File: config.mk
export PLATFORM = sky130hd
export DESIGN_NAME = wdt_guard
export DESIGN_NICKNAME = d
export VERILOG_FILES = /design/src/rtl/wdt_pkg.sv /design/src/rtl/wdt_rst_sync.sv /design/src/rtl/wdt_ctrl_reg.sv /design/src/rtl/wdt_period_decode.sv /design/src/rtl/wdt_timeout_counter.sv /design/src/rtl/wdt_guard.sv
export SDC_FILE = /design/constraint.sdc
export NUM_CORES = 1
export LEC_CHECK = 0
export ABC_AREA = 1
export BUFFER_PORTS_ARGS = -buffer_cell sky130_fd_sc_hd__buf_4
export CORE_UTILIZATION = 60
export CTS_BUF_LIST = sky130_fd_sc_hd__clkbuf_4
export CTS_CLUSTER_DIAMETER = 200
export DETAILED_ROUTE_END_ITERATION = 10
export PLACE_DENSITY = 0.9
export REMOVE_ABC_BUFFERS = 1
export SYNTH_ARGS = -nofsm -noshare
export SYNTH_HDL_FRONTEND = slang
export SYNTH_SLANG_ARGS = --single-unit
File: constraint.sdc
create_clock -name clk -period 1.8 [get_ports clk]
set_input_delay 0 -clock clk [delete_from_list [all_inputs] [get_ports clk]]
set_output_delay 0 -clock clk [all_outputs]
set_load 0.01 [all_outputs]
File: src/rtl/wdt_pkg.sv
package wdt_pkg;
  localparam int SEL_W      = 3;
  localparam int NUM_SEL    = 1 << SEL_W;
  localparam int REG_W      = 8;
  localparam int BIT_UNLOCK = 4;
  localparam int BIT_EN     = 3;

  typedef logic [SEL_W-1:0] psel_t;

  typedef struct packed {
    logic  unlock;
    logic  en;
    psel_t sel;
  } ctrl_t;
endpackage

File: src/rtl/wdt_rst_sync.sv
module wdt_rst_sync (
  input  logic clk,
  input  logic rst_n,
  output logic rst_n_sync
);
  logic [1:0] sync_q;

  always_ff @(posedge clk or negedge rst_n) begin
    if (!rst_n) sync_q <= 2'b00;
    else        sync_q <= {sync_q[0], 1'b1};
  end

  assign rst_n_sync = sync_q[1];
endmodule

File: src/rtl/wdt_ctrl_reg.sv
module wdt_ctrl_reg
  import wdt_pkg::*;
#(
  parameter int UNLOCK_WIN = 4
) (
  input  logic        clk,
  input  logic        rst_n,
  input  logic        wr_en,
  input  logic [4:0]  wr_field,
  output ctrl_t       ctrl
);
  localparam int WIN_W = $clog2(UNLOCK_WIN + 1);

  ctrl_t            ctrl_q, ctrl_d;
  logic [WIN_W-1:0] win_q, win_d;
  logic             wr_en_bit, wr_unlock_bit;

  assign wr_en_bit     = wr_field[BIT_EN];
  assign wr_unlock_bit = wr_field[BIT_UNLOCK];

  always_comb begin
    ctrl_d = ctrl_q;
    win_d  = win_q;
    // unlock window runs down on its own
    if (ctrl_q.unlock) begin
      if (win_q == WIN_W'(1)) begin
        ctrl_d.unlock = 1'b0;
        win_d         = '0;
      end else begin
        win_d = win_q - WIN_W'(1);
      end
    end
    if (wr_en) begin
      ctrl_d.sel = wr_field[SEL_W-1:0];
      if (wr_en_bit)           ctrl_d.en = 1'b1;
      else if (ctrl_q.unlock)  ctrl_d.en = 1'b0;
      if (wr_en_bit && wr_unlock_bit) begin
        ctrl_d.unlock = 1'b1;
        win_d         = WIN_W'(UNLOCK_WIN);
      end
    end
  end

  always_ff @(posedge clk or negedge rst_n) begin
    if (!rst_n) begin
      ctrl_q <= '0;
      win_q  <= '0;
    end else begin
      ctrl_q <= ctrl_d;
      win_q  <= win_d;
    end
  end

  assign ctrl = ctrl_q;

  // enable may only fall while the unlock window was open
  assert_disable_needs_unlock_R6: assert property (@(posedge clk) disable iff (!rst_n)
    $fell(ctrl_q.en) |-> $past(ctrl_q.unlock));

  // unlock rises only after a write carrying both flags
  assert_unlock_source_R5: assert property (@(posedge clk) disable iff (!rst_n)
    $rose(ctrl_q.unlock) |-> $past(wr_en && wr_unlock_bit && wr_en_bit));

  // writing the enable bit always turns the watchdog on
  assert_enable_write_R3: assert property (@(posedge clk) disable iff (!rst_n)
    (wr_en && wr_en_bit) |=> ctrl_q.en);

  // clearing without an open window leaves enable set
  assert_locked_clear_R4: assert property (@(posedge clk) disable iff (!rst_n)
    (wr_en && !wr_en_bit && !ctrl_q.unlock && ctrl_q.en) |=> ctrl_q.en);
endmodule

File: src/rtl/wdt_period_decode.sv
module wdt_period_decode
  import wdt_pkg::*;
#(
  parameter int BASE_LOG2 = 14,
  parameter int CW        = BASE_LOG2 + NUM_SEL
) (
  input  psel_t         sel,
  output logic [CW-1:0] limit_m1
);
  logic [CW-1:0] lim_tbl [NUM_SEL];

  for (genvar i = 0; i < NUM_SEL; i++) begin : g_lim
    assign lim_tbl[i] = ({{(CW-1){1'b0}}, 1'b1} << (BASE_LOG2 + i)) - CW'(1);
  end

  assign limit_m1 = lim_tbl[sel];
endmodule

File: src/rtl/wdt_timeout_counter.sv
module wdt_timeout_counter #(
  parameter int CW = 22
) (
  input  logic          clk,
  input  logic          rst_n,
  input  logic          en,
  input  logic          tick,
  input  logic          kick,
  input  logic [CW-1:0] limit_m1,
  output logic          req
);
  logic [CW-1:0] cnt_q, cnt_d;
  logic          req_q, req_d;
  logic          hit;

  assign hit = tick && (cnt_q >= limit_m1);

  always_comb begin
    cnt_d = cnt_q;
    if (!en || kick)  cnt_d = '0;
    else if (tick)    cnt_d = hit ? '0 : cnt_q + CW'(1);
    req_d = en && !kick && hit;
  end

  always_ff @(posedge clk or negedge rst_n) begin
    if (!rst_n) begin
      cnt_q <= '0;
      req_q <= 1'b0;
    end else begin
      cnt_q <= cnt_d;
      req_q <= req_d;
    end
  end

  assign req = req_q;

  // a request never lasts two cycles
  assert_req_one_cycle_R8: assert property (@(posedge clk) disable iff (!rst_n)
    req_q |=> !req_q);

  // a request needs the watchdog on in the cycle before
  assert_req_only_enabled_R10: assert property (@(posedge clk) disable iff (!rst_n)
    req_q |-> $past(en));

  // count is held at zero while off
  assert_off_holds_zero_R10: assert property (@(posedge clk) disable iff (!rst_n)
    !en |=> (cnt_q == '0));

  // kick empties the count
  assert_kick_clears_R9: assert property (@(posedge clk) disable iff (!rst_n)
    kick |=> (cnt_q == '0));
endmodule

File: src/rtl/wdt_guard.sv
module wdt_guard
  import wdt_pkg::*;
#(
  parameter int BASE_LOG2  = 14,
  parameter int UNLOCK_WIN = 4
) (
  input  logic       clk,
  input  logic       rst_n,
  input  logic       wr_en,
  input  logic [7:0] wr_data,
  output logic [7:0] rd_data,
  input  logic       tick,
  input  logic       kick,
  output logic       wdt_rst_req
);
  localparam int CW = BASE_LOG2 + NUM_SEL;

  logic          rst_n_s;
  ctrl_t         ctrl;
  logic [CW-1:0] limit_m1;
  logic [2:0]    rsvd_unused;

  assign rsvd_unused = wr_data[7:5];

  wdt_rst_sync u_rst_sync (
    .clk        (clk),
    .rst_n      (rst_n),
    .rst_n_sync (rst_n_s)
  );

  wdt_ctrl_reg #(.UNLOCK_WIN(UNLOCK_WIN)) u_ctrl (
    .clk      (clk),
    .rst_n    (rst_n_s),
    .wr_en    (wr_en),
    .wr_field (wr_data[4:0]),
    .ctrl     (ctrl)
  );

  wdt_period_decode #(.BASE_LOG2(BASE_LOG2), .CW(CW)) u_decode (
    .sel      (ctrl.sel),
    .limit_m1 (limit_m1)
  );

  wdt_timeout_counter #(.CW(CW)) u_cnt (
    .clk      (clk),
    .rst_n    (rst_n_s),
    .en       (ctrl.en),
    .tick     (tick),
    .kick     (kick),
    .limit_m1 (limit_m1),
    .req      (wdt_rst_req)
  );

  assign rd_data = {3'b000, ctrl};
endmodule

; Yosys cells after proc, flatten, opt, wreduce, memory -nomap -nowiden
; Memories as Yosys holds them, arrays and structs flattened.
; Cells that the tools add are included.
[classes]
n_addsub = 2
n_lt_le_gt_ge = 2
n_bitwise = 1
reduce_logical = 10
muxes = 15
eq_ne = 1
[op_table]
columns = op, n
row1 = 22-bit 2-to-1 mux, 5
row2 = 22-bit by 1-bit adder with 22-bit output (second input constant), 1
row3 = 22-bit greater-or-equal comparator, 1
row4 = 3-bit 2-to-1 mux, 4
row5 = 1-bit 2-to-1 mux, 5
row6 = 5-bit 2-to-1 mux, 1
row7 = 4-bit greater-or-equal comparator (second input constant), 1
row8 = 1-bit logical AND, 4
row9 = 3-bit NOT with 4-bit output, 1
row10 = 2-bit nonzero test, 2
row11 = 3-bit by 1-bit equality test with 1-bit output (second input constant), 1
row12 = 3-bit by 1-bit subtractor with 3-bit output (second input constant), 1
row13 = 1-bit logical NOT, 2
row14 = 2-bit AND reduction, 1
row15 = 1-bit logical OR, 1
[totals]
mem_count = 1
output_inout_bits = 9
register_bits = 33
romBits = 176
elab_cells = 39
in_bits = 13
[memory_table]
columns = name, depth, word_bits, rd, rd_clocked_by_memory_dff, wr, line
row1 = (no name shown), 8, 22, 1, 0, 0, wdt_period_decode.sv:16  ; assign limit_m1 = lim_tbl[sel];

; Longest topological paths before layout
[logic_depth]
ltp_word = 9
depth_mapped = 11
mapped_depth_nobuf = 11

; Modules after synthesis
; From an unflattened synthesis, not the netlist that was laid out.
[unflattened]
hier_cells = 431
area_unflattened_um2 = 2806.4
[modules_own_cells]
columns = module, area_each_um2, instances, seq_area_each_um2, cells_per_inst
row1 = wdt_timeout_counter, 2169.6, 1, 575.6, 346
row2 = wdt_ctrl_reg, 379.1, 1, 200.2, 48
row3 = wdt_period_decode, 177.7, 1, 0.0, 30
row4 = wdt_rst_sync, 53.8, 1, 50.0, 3
row5 = wdt_guard, 26.3, 1, 0.0, 4

; Worst setup path after synthesis
; No wires, ideal clock.
[synth_path]
path_kind = reg-to-reg
startpoint = register u_ctrl.ctrl_q, in the netlist u_ctrl.ctrl[1]
endpoint = register u_cnt.cnt_q[3]
required_ns = 1.672
path_stages_with_launch = 11
setup_slack_ns = 0.113
period_less_slack_ns = 1.687
setup_time_ns = 0.128
n_path_buf = 1
t_arrival_ns = 1.560
cell_sequence = dfrtp_1 nand3_1 ha_1 nand2_1 nor2_1 nand2_1 nor2_2 nand2_2 nand3_4 buf_6 o22ai_1
[synth_via]
elab_chain_len = 9
[synth_lines]
columns = element, line
row1 = start: declaration, wdt_ctrl_reg.sv:14  ; ctrl_t ctrl_q, ctrl_d;
row2 = start signal: assignment, wdt_ctrl_reg.sv:49  ; ctrl_q <= ctrl_d;
row3 = 3-bit NOT with 4-bit output (not written as such), wdt_period_decode.sv:16
row4 = memory 8 x 22 bit, -
row5 = 22-bit 2-to-1 mux (not written as such) (2 in a row), wdt_period_decode.sv:16
row6 = 22-bit greater-or-equal comparator, wdt_timeout_counter.sv:16  ; assign hit = tick && (cnt_q >= limit_m1);
row7 = 1-bit logical AND, wdt_timeout_counter.sv:16
row8 = 22-bit 2-to-1 mux (2 in a row), wdt_timeout_counter.sv:21  ; else if (tick) cnt_d = hit ? '0 : cnt_q + CW'(1);
row9 = 22-bit 2-to-1 mux, wdt_timeout_counter.sv:20  ; if (!en || kick) cnt_d = '0;
row10 = end signal: assignment, wdt_timeout_counter.sv:30  ; cnt_q <= cnt_d;
row11 = end: declaration, wdt_timeout_counter.sv:12  ; logic [CW-1:0] cnt_q, cnt_d;
; No other way between the ends. The select of a mux whose other input is x is not followed.
; A chain may end at the register's enable or synchronous reset.

; Worst setup path in the final report
[layout_path]
startpoint = register u_ctrl.ctrl_q, in the netlist u_ctrl.ctrl[1]
endpoint = register u_cnt.cnt_q[17]
; Same word-level chain as after synthesis.

==> out/results.md <==
| Group | Metric | This run |
|---|---|---|
| synthesis | Count of synthesis-stage warnings from yosys | 0 |
| route | Routed wire length | 5660 um |
| setup path | Critical path start-end classification | reg -> reg |
| route | Number of antenna-violating nets in the routed design | 0 |
| global routing | First-pass GRT wire length | 8040 um |
| setup path | Maximum fanout encountered on the critical timing path | 8 |
| global routing | GR Util All Layers | 30.3% |
| clock network | CTS tree | built |
| layout | Most frequent cells in the layout | 80 x nand2_1, 30 x dfrtp_1, 29 x nor2_1 |
| sta | Hold Fails Final Rpt | 0 |
| sta | Final count of pins violating max slew | 0 |
| route | First-pass iteration count of the detailed router | 5 |
| setup path | Kind of capture point of the worst setup path | flop |
| layout | Layout cells sized above 1 | 21.9% |
| placement | Cell area reported after detailed placement | 2230 um^2 |
| layout | Number of nets in the layout | 333 |
| floorplanning | Die Footprint | 3680 um^2 |
| floorplanning | DIE WIDTH | 60.7 um |
| global routing | Total global routing overflow | 0 |
| setup path | Worst Path Required | 2110 ps |
| sta | RSZ-0062 raised after global routing | true |
| synthesis | Most frequently used flop master after synthesis | dfrtp_1 |
| run | Max capacitance violation total | 0 |
| setup path | Data arrival time of the worst path | 2300 ps |
| global routing | Met2 track demand over resource | 50.5% |
| global routing | Met3 usage | 7.89% |
| layout | Post-layout instance count excluding filler cells | 355 |
| clock network | Skew-Pair Late Insertion Delay | 360 ps |
| layout | Seq. cell area | 830 um^2 |
| placement | HPWL reported at the end of detailed placement | 3240 um |
| sta | Maximum frequency from static timing analysis | 503 MHz |
| floorplanning | Core region area | 3150 um^2 |
| worst hold path | Path category of the worst min-delay check | in -> reg |
| global routing | Routing usage on met1 | 37.0% |
| clock network | H-tree depth | 2 |
| synthesis | Mapped cell area | 2070 um^2 |
| layout | Most common cell after layout, fill and taps aside | nand2_1 |
| floorplanning | Starting density of the core | 65.5% |
| route | Vias | 2076 |
| layout | Final Cell Area | 2540 um^2 |
| power | IR Drop Worst-Case VDD | 0.708 mV |
| route | Via-per-instance ratio | 5.85 |
| global routing | Initial antenna violation count | 0 |
| route | WL per Instance | 15.9 um |
| placement | Placed Cells incl. Taps | 332 |
| global routing | Grt peak-use layer | met2 |
| placement | Gp weighted congestion | 0.907 |
| run status | Violated checks | setup timing |
| power | Leak | 1.11 nW |
| layout | Area overhead of the layout relative to synthesis | 22.8% |
| sta | Setup-failing EPs final | 22 |
| floorplanning | Die Ht | 60.7 um |
| placement | Count of buffers inserted at the top-level ports | 15 |
| synthesis | Distinct cells, synth | 31 |
| clock network | Clock transition at path regs | 120 ps |
| global routing | Via count of the first global-routing pass | 1818 |
| synthesis | Mean post-synth cell area | 7.57 um^2 |
| sta | Worst setup skew after layout | 18.9 ps |
| route | Initial DRC count | 233 |
| synthesis | Sequential share of the synthesized area | 40.0% |
| synthesis | Number of flops mapped to enable cells by yosys | 0 |
| clock network | Number of buffers added by the clock tree synthesis step | 5 |
| power | Power density of the placed cells | 695 nW/um^2 |
| global routing | Maximum number of pins on one net before global-route repair | 30 |
| route | Residual DRC | 0 |
| sta | Fraction of the cycle the final worst path needs | 111% |
| synthesis | Number of standard cells after synthesis | 273 |
| layout | Fill count | 194 |
| synthesis | Async set or reset register ratio after synthesis | 100% |
| sta | Final setup margin | -189 ps |
| clock network | Buffers from clock root to sink, at most | 2 |
| clock network | CTS root buf | clkbuf_4 |
| floorplanning | Total I/O pin count | 22 |
| setup path | Setup crit start kind | flop |
| power | Total power draw | 1.76 mW |
| synthesis | Flops & latches, synth | 33 |
| floorplanning | Std cell rows | 20 |
| clock network | Count of clock tree sinks | 33 |
| run status | Run status | finished with violations |
| layout | Total area of multi-input combinational cells | 1210 um^2 |
| sta | Setup TNS | -2590 ps |
| layout | Ant. Diodes | 0 |
| sta | Final worst path period need | 1990 ps |
-- stage by stage --
stage	util (%)	setup WS (ps)	hold slack, ps
3_3_place_gp	70.8	46.7	-218
3_5_place_dp	70.8	-85.9	-217
4_1_cts	76.3	-32.2	2.34
6_report	80.5	-189	24.4
5_1_grt	80.5	-245	22.6
2_1_floorplan	-	142	-296
-- cell families after synthesis --
family / after synthesis / share of synthesized area [%]
simple gates: 147 / 30.9
flops: 33 / 40.0
buf+inv: 33 / 7.15
compound gates: 31 / 8.12
xor+xnor: 15 / 6.36
fa+ha+maj: 10 / 6.06
other cells: 2 / 0.364
mux: 2 / 1.09
-- per-layer routing --
metal  up-vias  routed length [um]
li1        941                   -
met1       946                2060
met2       140                2760
met3        49                 464
met4         0                 376
met5         -                   0
-- sequential cells by signal, indices dropped and copies added, names as in the netlist --
| signal | cells |
|---|---|
| u_rst_sync.sync_q | 2 |
| u_ctrl.ctrl | 5 |
| u_cnt.req | 1 |
| u_ctrl.win_q | 3 |
| u_cnt.cnt_q | 22 |
-- where the power goes --
part           switching [mW]  leakage [nW]  internal (mW)
clock network           0.269        0.0354          0.164
logic                   0.249         0.643          0.197
registers              0.0730         0.436          0.810
-- path summary, 6_finish.rpt --
| path | startpoint | endpoint | slack, ps | cells past startpoint |
|---|---|---|---|---|
| worst max register to register | u_ctrl.ctrl[1]$_DFFE_PN0P_ | u_cnt.cnt_q[17]$_DFFE_PN0P_ | -190 | 11 |
| min in group asynchronous | u_rst_sync.sync_q[1]$_DFF_PN0_ | u_ctrl.win_q[0]$_DFF_PN0_ | 50 | 0 |
| worst min-delay path | wr_data[4] | u_ctrl.ctrl[4]$_DFF_PN0_ | 20 | 3 |
| worst min register to register | u_rst_sync.sync_q[1]$_DFF_PN0_ | u_ctrl.win_q[0]$_DFF_PN0_ | 50 | 0 |
| max in group asynchronous | rst_n | u_rst_sync.sync_q[1]$_DFF_PN0_ | 1160 | 3 |
| worst max-delay path | u_ctrl.ctrl[1]$_DFFE_PN0P_ | u_cnt.cnt_q[17]$_DFFE_PN0P_ | -190 | 11 |
-- cell type report --
cell class	instances	area share [%]
Multi-Input combinational cell	210	47.8
Timing Repair Buffer	35	11.4
Clock inverter	2	0.394
Clock buffer	6	1.78
Inverter	25	3.70
Tap cell	44	2.17
Sequential cell	33	32.7
-- synth_stat cells, types with 2 or more instances --
cell / n / share of area [%]
xor2_1: 10 / 4.2
o22ai_1: 2 / 0.61
nand3_1: 12 / 2.9
mux2_2: 2 / 1.1
o21ai_0: 10 / 2.4
nand4_1: 3 / 0.91
o21ai_1: 10 / 2.4
ha_1: 10 / 6.1
inv_1: 24 / 4.4
nor2_1: 31 / 5.6
buf_4: 4 / 1.5
clkbuf_1: 2 / 0.36
dfrtp_1: 33 / 40
nand2_1: 87 / 16
nand2_2: 3 / 0.91
xnor2_1: 5 / 2.1
conb_1: 2 / 0.36
a21oi_1: 5 / 1.2
nor2_2: 6 / 1.8
-- critical path, cell delays in order, from the launching register on --
cell	delay [ps]
dfrtp_2	490
nand2_1	90
ha_1	320
nand2_1	100
nor2_1	80
nor2_4	110
nand2_2	70
nor2_4	210
nand2_2	100
nor2_4	190
nand3_1	100
nand2_1	80
-- what timing repair did --
item	CTS	global route
endpoints found under the setup margin	22	23
hold buffers	11	0
pin swaps	0	14
gates resized for setup	6	25
hold endpoints to repair	6	0
cloned	0	1
buffers inserted	0	3
Power figures use the tool's default switching activity.
